## src/rtl/i2c_rsv_pkg.sv

```systemverilog
package i2c_rsv_pkg;

    localparam int CNT_W = 8;

    typedef struct packed {
        logic master;
        logic pend;
        logic start;
        logic armed;
        logic addr_ld;
    } ctrl_st_t;

    typedef struct packed {
        logic [CNT_W-1:0] cnt;
        logic             busy;
        logic             done;
    } tmr_st_t;

    function automatic logic [CNT_W-1:0] wait_len(input logic hs, input logic fm,
                                                  input logic [1:0] cs);
        logic [CNT_W-1:0] v;
        if (hs) begin
            case (cs)
                2'd0:    v = CNT_W'(12);
                2'd1:    v = CNT_W'(18);
                default: v = CNT_W'(36);
            endcase
        end else if (fm) begin
            case (cs)
                2'd0:    v = CNT_W'(30);
                2'd1:    v = CNT_W'(60);
                2'd2:    v = CNT_W'(12);
                default: v = CNT_W'(18);
            endcase
        end else begin
            case (cs)
                2'd0:    v = CNT_W'(46);
                2'd1:    v = CNT_W'(86);
                2'd2:    v = CNT_W'(172);
                default: v = CNT_W'(34);
            endcase
        end
        return v;
    endfunction

endpackage

```

## src/rtl/i2c_rsv_timer.sv

```systemverilog
module i2c_rsv_timer
    import i2c_rsv_pkg::*;
(
    input  logic             clk,
    input  logic             rst_n,
    input  logic             load,
    input  logic [CNT_W-1:0] load_val,
    output logic             done
);

    tmr_st_t st_d, st_q;

    always_comb begin
        st_d = st_q;
        if (load) begin
            st_d.cnt  = load_val;
            st_d.busy = 1'b1;
            st_d.done = 1'b0;
        end else if (st_q.busy) begin
            st_d.cnt = st_q.cnt - 1'b1;
            if (st_q.cnt == CNT_W'(1)) begin
                st_d.busy = 1'b0;
                st_d.done = 1'b1;
            end
        end
    end

    always_ff @(posedge clk or negedge rst_n) begin
        if (!rst_n) st_q <= '0;
        else        st_q <= st_d;
    end

    assign done = st_q.done;


    done_at_zero_chk: assert property (@(posedge clk) disable iff (!rst_n)
        st_q.done |-> (st_q.cnt == '0));


    busy_not_done_chk: assert property (@(posedge clk) disable iff (!rst_n)
        st_q.busy |-> !st_q.done);


    done_after_one_chk: assert property (@(posedge clk) disable iff (!rst_n)
        $rose(st_q.done) |-> $past(st_q.cnt) == CNT_W'(1));

endmodule

```

## src/rtl/i2c_rsv_ctrl.sv

```systemverilog
module i2c_rsv_ctrl
    import i2c_rsv_pkg::*;
(
    input  logic clk,
    input  logic rst_n,
    input  logic start_req,
    input  logic bus_busy,
    input  logic stop_det,
    input  logic stop_ie,
    input  logic arb_lost,
    input  logic ext_release,
    input  logic slave_addressed,
    input  logic rsv_abort,
    input  logic shift_wr,
    output logic accept,
    output logic start_gen,
    output logic master_sts,
    output logic rsv_pend,
    output logic addr_load
);

    ctrl_st_t st_d, st_q;
    logic     cancel;
    logic     fire;

    always_comb begin
        cancel = st_q.pend && (rsv_abort || slave_addressed);
        fire   = st_q.pend && stop_det && stop_ie && !cancel;
        accept = start_req && !st_q.master && !st_q.pend;

        st_d         = st_q;
        st_d.start   = 1'b0;
        st_d.addr_ld = 1'b0;

        if (arb_lost || ext_release || stop_det) begin
            st_d.master = 1'b0;
            st_d.armed  = 1'b0;
        end
        if (cancel) st_d.pend = 1'b0;

        if (st_q.armed && shift_wr && !fire) begin
            st_d.addr_ld = 1'b1;
            st_d.armed   = 1'b0;
        end

        if (fire) begin
            st_d.pend   = 1'b0;
            st_d.start  = 1'b1;
            st_d.master = 1'b1;
            st_d.armed  = 1'b1;
        end else if (accept) begin
            if (!bus_busy) begin
                st_d.start  = 1'b1;
                st_d.master = 1'b1;
                st_d.armed  = 1'b1;
            end else begin
                st_d.pend = 1'b1;
            end
        end
    end

    always_ff @(posedge clk or negedge rst_n) begin
        if (!rst_n) st_q <= '0;
        else        st_q <= st_d;
    end

    assign start_gen  = st_q.start;
    assign master_sts = st_q.master;
    assign rsv_pend   = st_q.pend;
    assign addr_load  = st_q.addr_ld;


    start_single_chk: assert property (@(posedge clk) disable iff (!rst_n)
        start_gen |=> !start_gen);


    pend_clear_on_start_chk: assert property (@(posedge clk) disable iff (!rst_n)
        !(start_gen && rsv_pend));


    pend_needs_busy_chk: assert property (@(posedge clk) disable iff (!rst_n)
        $rose(rsv_pend) |-> $past(bus_busy));


    master_via_start_chk: assert property (@(posedge clk) disable iff (!rst_n)
        $rose(master_sts) |-> start_gen);


    no_addr_while_pend_chk: assert property (@(posedge clk) disable iff (!rst_n)
        $past(rsv_pend) |-> !addr_load);

endmodule

```

## src/rtl/i2c_start_rsv.sv

```systemverilog
module i2c_start_rsv
    import i2c_rsv_pkg::*;
(
    input  logic       clk,
    input  logic       rst_n,
    input  logic       start_req,
    input  logic       bus_busy,
    input  logic       stop_det,
    input  logic       stop_ie,
    input  logic       arb_lost,
    input  logic       ext_release,
    input  logic       slave_addressed,
    input  logic       rsv_abort,
    input  logic       shift_wr,
    input  logic       hs_sel,
    input  logic       fm_sel,
    input  logic [1:0] clk_sel,
    output logic       start_gen,
    output logic       master_sts,
    output logic       rsv_pend,
    output logic       addr_load,
    output logic       wait_done
);

    logic             accept;
    logic [CNT_W-1:0] wait_val;

    assign wait_val = wait_len(hs_sel, fm_sel, clk_sel);

    i2c_rsv_ctrl u_ctrl (
        .clk             (clk),
        .rst_n           (rst_n),
        .start_req       (start_req),
        .bus_busy        (bus_busy),
        .stop_det        (stop_det),
        .stop_ie         (stop_ie),
        .arb_lost        (arb_lost),
        .ext_release     (ext_release),
        .slave_addressed (slave_addressed),
        .rsv_abort       (rsv_abort),
        .shift_wr        (shift_wr),
        .accept          (accept),
        .start_gen       (start_gen),
        .master_sts      (master_sts),
        .rsv_pend        (rsv_pend),
        .addr_load       (addr_load)
    );

    i2c_rsv_timer u_timer (
        .clk      (clk),
        .rst_n    (rst_n),
        .load     (accept),
        .load_val (wait_val),
        .done     (wait_done)
    );


    no_start_while_master_chk: assert property (@(posedge clk) disable iff (!rst_n)
        (master_sts && start_req && !stop_det && !arb_lost && !ext_release) |=> !start_gen);

endmodule

```

## config.mk

```make
export PLATFORM = sky130hd
export DESIGN_NAME = i2c_start_rsv
export DESIGN_NICKNAME = d
export VERILOG_FILES = /design/src/rtl/i2c_rsv_pkg.sv /design/src/rtl/i2c_rsv_timer.sv /design/src/rtl/i2c_rsv_ctrl.sv /design/src/rtl/i2c_start_rsv.sv
export SDC_FILE = /design/constraint.sdc
export NUM_CORES = 1
export LEC_CHECK = 0
export ABC_AREA = 1
export CAP_MARGIN = 40
export CORE_UTILIZATION = 53
export DETAILED_ROUTE_END_ITERATION = 6
export DONT_BUFFER_PORTS = 1
export GPL_ROUTABILITY_DRIVEN = 0
export GPL_TIMING_DRIVEN = 0
export PLACE_DENSITY = 0.77
export SLEW_MARGIN = 5
export SYNTH_ARGS = -nofsm -noshare
export SYNTH_HDL_FRONTEND = slang
export SYNTH_SLANG_ARGS = --single-unit
```

## constraint.sdc

```tcl
create_clock -name clk -period 1.45 [get_ports clk]
set_clock_uncertainty 0.2 [all_clocks]
set_input_delay 0.29 -clock clk [delete_from_list [all_inputs] [get_ports clk]]
set_output_delay 0.29 -clock clk [all_outputs]
set_load 0.01 [all_outputs]
```

==> results of run 1 <==
metrics by stage:
stage                     instance area (um2)  TNS [ns]
final                                    1160         0
after global routing                     1160   -0.0729
after CTS                                1140         0
after detailed placement                 1030         0
after global placement                   1030         0
after floorplan                          1000         0
registers in the layout, summed over array words and instances, names as in the netlist:
register,cells
u_timer.done,1
u_ctrl.master_sts,1
u_ctrl.st_q,1
u_timer.st_q,9
u_ctrl.rsv_pend,1
u_ctrl.addr_load,1
u_ctrl.start_gen,1
worst paths after layout:
path / depth (start not counted) / to / from
max in group asynchronous: 1 / u_ctrl.rsv_pend / rst_n
worst min-delay path: 2 / u_ctrl.start_gen / stop_ie
worst max-delay path: 4 / u_ctrl.rsv_pend / slave_addressed
worst max register to register: 5 / u_timer.st_q[4] / u_timer.st_q[2]
worst min register to register: 2 / u_ctrl.addr_load / u_ctrl.st_q[1]
min in group asynchronous: 1 / u_timer.st_q[9] / rst_n
worst max-delay path, delay by kind of cell:
family	cells	cell delay, ns
AOI/OAI and AO/OA	1	0.19
buffers and inverters	1	0.54
and+or+nand+nor	2	0.35
cell usage after synthesis:
cell / count
nand3_4: 1
a21oi_1: 1
ha_1: 7
nor2_1: 14
nand3b_1: 1
nor3_1: 3
nand2_1: 39
nand4_1: 1
inv_1: 20
nand3_1: 22
o211ai_1: 2
buf_4: 1
or2_1: 1
a21boi_1: 1
o21bai_1: 1
or2_0: 1
dfrtp_1: 15
nand2_4: 1
inv_2: 2
xor2_1: 1
o21ai_0: 5
cell type report:
| type | count | area share |
|---|---|---|
| plain buffers | 1 | 0.00649 |
| clock buffers | 3 | 0.0195 |
| clock inverters | 1 | 0.00649 |
| inverters | 22 | 0.0735 |
| multi-input cells | 102 | 0.472 |
| flip-flops and latches | 15 | 0.325 |
| well taps | 25 | 0.0270 |
| repair buffers | 8 | 0.0692 |
logic make-up (layout without fill, tap and decap cells):
kind of cell	count (synthesis)	after routing	share of synthesized area
compound gates	10	10	0.0600
xor+xnor	1	1	0.00875
fa+ha+maj	7	7	0.0875
buf+inv	23	35	0.0900
flops	15	15	0.375
simple gates	84	84	0.379
what timing repair did:
item / 4_1_cts / 5_1_grt
hold buffers: 8 / 0
setup endpoints to repair: 0 / 9
endpoints found under the hold margin: 20 / 0
resized for setup: 0 / 6
cell usage in the layout, fill, tap and decap left out:
cell and n:
nand2_1 38, nand3_1 22, inv_1 19, nor2_1 14, dfrtp_1 14, dlygate4sd3_1 8, ha_1 7, o21ai_0 5
clkbuf_4 3, inv_2 2, nor3_1 2, o211ai_1 2, nor3_2 1, nand3_4 1, inv_4 1, nand4_1 1
a21boi_1 1, or2_1 1, nand3b_1 1, nand2_4 1, nand2_2 1, buf_4 1, a21oi_2 1, o21bai_1 1
xor2_1 1, or2_0 1, clkinvlp_4 1, dfrtp_2 1
metal layers:
layer | global-route usage | wire length, um | vias to the layer above | part of all wire
met4 | 0.0364 | 7 | 0 | 0.0036
met1 | 0.271 | 841 | 406 | 0.44
met5 | 0 | 0 | - | 0
li1 | - | - | 472 | -
met2 | 0.400 | 987 | 19 | 0.51
met3 | 0.0714 | 87 | 2 | 0.045
report_power, final:
part           internal (uW)  switching (uW)  leakage [uW]
logic                    252             425      0.000408
registers                558             130      0.000187
clock network            105             147     0.0000139
total                    915             702      0.000609
==> run_results.csv, run 1 <==
group,metric,value,unit
routing,postRouteAntennaNets,0,
timing,setup_violations,0,
placement,dp.cells,165,
floorplanning,io_pins,20,
cts,postCtsSetupBuffers,0,
cts,cts_buffers,3,
cells_and_area,drive_above_1_share,0.0921,
cells_and_area,areaGrowthSynthToFinish,15.6,%
cts,insertion_delay,0.29,ns
placement,pre_cts_ws,0.0807,ns
worst_setup_path,critPathLaunchType,"input pin",
pwr,powerDensity,1400,nW/um2
worst_setup_path,worstPathRequired,1.44,ns
worst_setup_path,crit_chain,"dlygate4sd3_1 -> nor2_1 -> nand4_1 -> a21boi_1",
global_routing,grtUsageTotal,0.227,
outcome,status,"finished clean",
synthesis,synth_top_cell_by_area,"dfrtp_1",
global_routing,grt_max_degree,16,
pwr,peakVddDrop,0.00101,V
cells_and_area,nFillCells,143,
timing,hold_violations,0,
cells_and_area,final_util,0.663,
pwr,power,1620,uW
timing,hold_ws,0.0469,ns
synthesis,synth_top_cell_area_share,0.375,
routing,route.vias.total,899,
synthesis,ys_ff_latch,15,
cells_and_area,instances_no_fill,177,
routing,drt_iter0_drc,16,
synthesis,yosysWarnings,0,
timing,setup_ws,0.0770,ns
global_routing,antenna_found_initial,0,
routing,drt-pass1-iter-count,4,
global_routing,grt_pass1_vias,842,
timing,finalMaxSlewViolations,0,
floorplanning,initial_core_util,0.573,
timing,tightest_slew,0.666,ns
cells_and_area,register_area,377,um2
worst_setup_path,critPathCaptureType,"register",
timing,fmax,728,MHz
synthesis,synth_area,1000,um2
synthesis,syn_inst,140,
global_routing,grt_pass1_wl,3350,um
worst_setup_path,crit_arrival,1.37,ns
timing,min_period_over_period,0.947,
routing,routed_wl,1920,um
worst_setup_path,rrSetupSlack,0.08,ns
floorplanning,fp.coreArea,1750,um2
routing,detail_route.wl_per_cell,10.9,um
hold_path,hp-class,"in2reg",
worst_setup_path,max_stage_delay,0.54,ns
synthesis,synth_nets,162,
cells_and_area,antenna_cells,0,
timing,timing.final.crit_period,1.37,ns
timing,grt_setup_unrepaired,"true",
floorplanning,placementRows,15,
synthesis,avgSynthCellArea,7.15,um2
worst_setup_path,slowest_stage,"dlygate4sd3_1",
cts,cts_tree,"done",
synthesis,synthDistinctLibCells,21,
floorplanning,die-area,2070,um2
cells_and_area,nNetsFinal,175,
placement,port_buffers,0,
floorplanning,die_h,45.5,um
synthesis,seq_area_frac_synth,0.375,
routing,drc_errors,0,
floorplanning,die_x,45.5,um
worst_setup_path,crit_path_max_fanout,5,
cts,clkTransAtPathRegs,0.10,ns
pwr,power_leakage,0.000609,uW
timing,worst_slew_margin_rel,0.554,
cts,clockBufferDepth,2,
synthesis,synth_area_leaders,"dfrtp_1, nand2_1, nand3_1, ha_1, inv_1",
worst_setup_path,crit_type,"in2reg",
global_routing,overflow,0,
run,cap_violations,0,
cells_and_area,multi_input_area,547,um2
placement,dp_hpwl,1480,um
cts,clock_sinks,15,
routing,vias_per_cell,5.08,
cts,cts-root-buf,"clkbuf_4",
cts,cts_max_level,1,
No activity file was read; power rests on OpenSTA's default activity.
==> run 2: changes to the inputs <==
CORE_UTILIZATION = 47   (was 53)
PLACE_DENSITY = 0.71   (was 0.77)
clock period = 1.7 ns   (was 1.45 ns; I/O delays follow)
==> run 2 against run 1 <==
Largest cell class unchanged. Non-clock buffer count fell by 5. First-iteration DRC count is 130% higher. Count of clock-buffer cells in the layout stayed put. Via count fell by 1.3%. Cell count down 1.7%. Critical path depth is 2 higher. Largest power group unchanged. Sequential share of layout area rose by 1.8 points. Combinational power shrank 17%. Core utilization fell by 11 points.
==> run_results.csv, run 2 (synthesis gave the netlist of run 1 again) <==
group,metric,value,unit
pwr,switchingPower,600,uW
cts,insertion_delay,0.30,ns
floorplanning,io_pins,20,
pwr,pwr-share-comb,0.410,
timing,worst_slew_margin_rel,0.549,
cells_and_area,layout.cells.most_common,"nand2_1",
hold_path,hp-class,"in2reg",
global_routing,overflow,0,
floorplanning,die_x,48.2,um
timing,min_period_over_period,0.822,
cts,clockBufferDepth,2,
cells_and_area,nNetsFinal,170,
cts,cts_tree,"done",
worst_setup_path,crit_arrival,1.38,ns
run,cap_violations,0,
timing,timing.final.crit_period,1.40,ns
timing,hold_violations,0,
routing,postRouteAntennaNets,0,
global_routing,antenna_found_initial,0,
worst_setup_path,slowest_stage,"dfrtp_1",
cts,cts-root-buf,"clkbuf_4",
placement,port_buffers,0,
cells_and_area,drive_above_1_share,0.0612,
pwr,power_leakage,0.000592,uW
pwr,p_seq_frac,0.429,
cells_and_area,largest_register_ff_count,9,
floorplanning,die-area,2320,um2
cts,cts_buffers,3,
routing,drc_errors,0,
global_routing,grt_max_degree,16,
routing,route.vias.total,887,
timing,tightest_slew,0.674,ns
cells_and_area,areaGrowthSynthToFinish,9.13,%
floorplanning,die_h,48.2,um
routing,routed_wl,2100,um
worst_setup_path,critPathLaunchType,"register",
worst_setup_path,crit_type,"reg2reg",
pwr,intPower,769,uW
cells_and_area,layout_common_cells,"nand2_1, nand3_1, inv_1, dfrtp_1, nor2_1",
worst_setup_path,crit_chain,"inv_1 -> nand3_4 -> nand2_1 -> inv_1 -> nand2_1 -> nand3_1",
pwr,powerDensity,1250,nW/um2
timing,finalMaxSlewViolations,0,
worst_setup_path,worstPathRequired,1.68,ns
outcome,status,"finished clean",
cts,clock_sinks,15,
worst_setup_path,critPathCaptureType,"register",
timing,fin_setup_tns,0,ns
floorplanning,fp.coreArea,1980,um2
pwr,p_sw_frac,0.438,
global_routing,grtUsageTotal,0.198,
cts,clkTransAtPathRegs,0.10,ns
floorplanning,placementRows,16,
routing,drt_iter0_drc,36,
cells_and_area,top_register,"u_timer.st_q",
timing,grt_setup_unrepaired,"false",
worst_setup_path,max_stage_delay,0.45,ns
worst_setup_path,crit_path_max_fanout,8,
timing,hold_ws,0.0103,ns
global_routing,grt_pass1_vias,734,
pwr,peakVddDrop,0.000561,V
global_routing,grt_pass1_wl,3060,um
worst_setup_path,r2r_cells,6,
pwr,p_clk_frac,0.161,
worst_setup_path,rrSetupSlack,0.30,ns
placement,dp_hpwl,1580,um
routing,drt-pass1-iter-count,4,
routing,vias_per_cell,5.10,
hold_path,hold_depth,2,
timing,fmax,716,MHz
timing,setup_violations,0,
floorplanning,initial_core_util,0.505,
cts,cts_max_level,1,
cells_and_area,antenna_cells,0,
routing,detail_route.wl_per_cell,12.1,um
run 2: cell types whose count changed in the layout (fill, tap and decap cells not counted), sizes merged:
cell / before / now
dlygate4sd3: 8 / 3
clkinv: 0 / 1
clkinvlp: 1 / 0
run 2: layout make-up:
class / instances / area, um2
plain buffers: 1 / 7.51
clock buffers: 3 / 22.5
clock inverters: 1 / 5.00
fillers: 187 / 890
inverters: 22 / 82.6
multi-input cells: 102 / 536
flip-flops and latches: 15 / 375
well taps: 27 / 33.8
repair buffers: 3 / 30.0
run 2: worst max-delay path, delay by kind of cell, from the launching register on:
kind                   cells  cell delay [ns]
flip-flops                 1             0.45
AND/OR/NAND/NOR            4             0.41
buffers and inverters      2             0.21
run 2: metrics by stage:
step           power (uW)  cell area, um2   util  worst slack [ns]  std cells
2_1_floorplan        1020            1000      -             0.420        140
3_3_place_gp         1110            1030  0.522             0.284        167
3_5_place_dp         1140            1030  0.522             0.281        167
4_1_cts              1380            1090  0.551             0.289        174
5_1_grt              1490            1090  0.551             0.155        174
6_report             1370            1090  0.551             0.302        174
run 2: timing repair:
| item | in CTS | in global routing |
|---|---|---|
| gates resized for setup | 0 | 0 |
| setup buffers | 0 | 0 |
| hold buffers | 3 | 0 |
| endpoints found under the hold margin | 17 | 0 |
run 2: power groups by stage:
| stage | clock network [uW] | registers (uW) | logic [uW] |
|---|---|---|---|
| finish | 220 | 587 | 562 |
| global route | 232 | 608 | 652 |
| CTS | 220 | 587 | 569 |
| detailed placement | 0 | 594 | 545 |
| global placement | 0 | 587 | 527 |
| floorplan | 0 | 568 | 448 |
run 2: path summary, 6_finish.rpt:
check | startpoint | end
worst max-delay path | u_ctrl.rsv_pend | u_timer.st_q[5]
worst min-delay path | shift_wr | u_ctrl.st_q[1]
worst max register to register | u_ctrl.rsv_pend | u_timer.st_q[5]
worst min register to register | u_ctrl.st_q[1] | u_ctrl.addr_load
max in group asynchronous | rst_n | u_timer.st_q[4]
min in group asynchronous | rst_n | u_timer.st_q[1]
run 2: per-layer routing:
metal	GRT usage	wire length, um	vias up
met1	0.252	965	409
li1	-	-	460
met4	0.133	51	0
met2	0.309	1030	14
met3	0.0259	55	4
met5	0	0	-
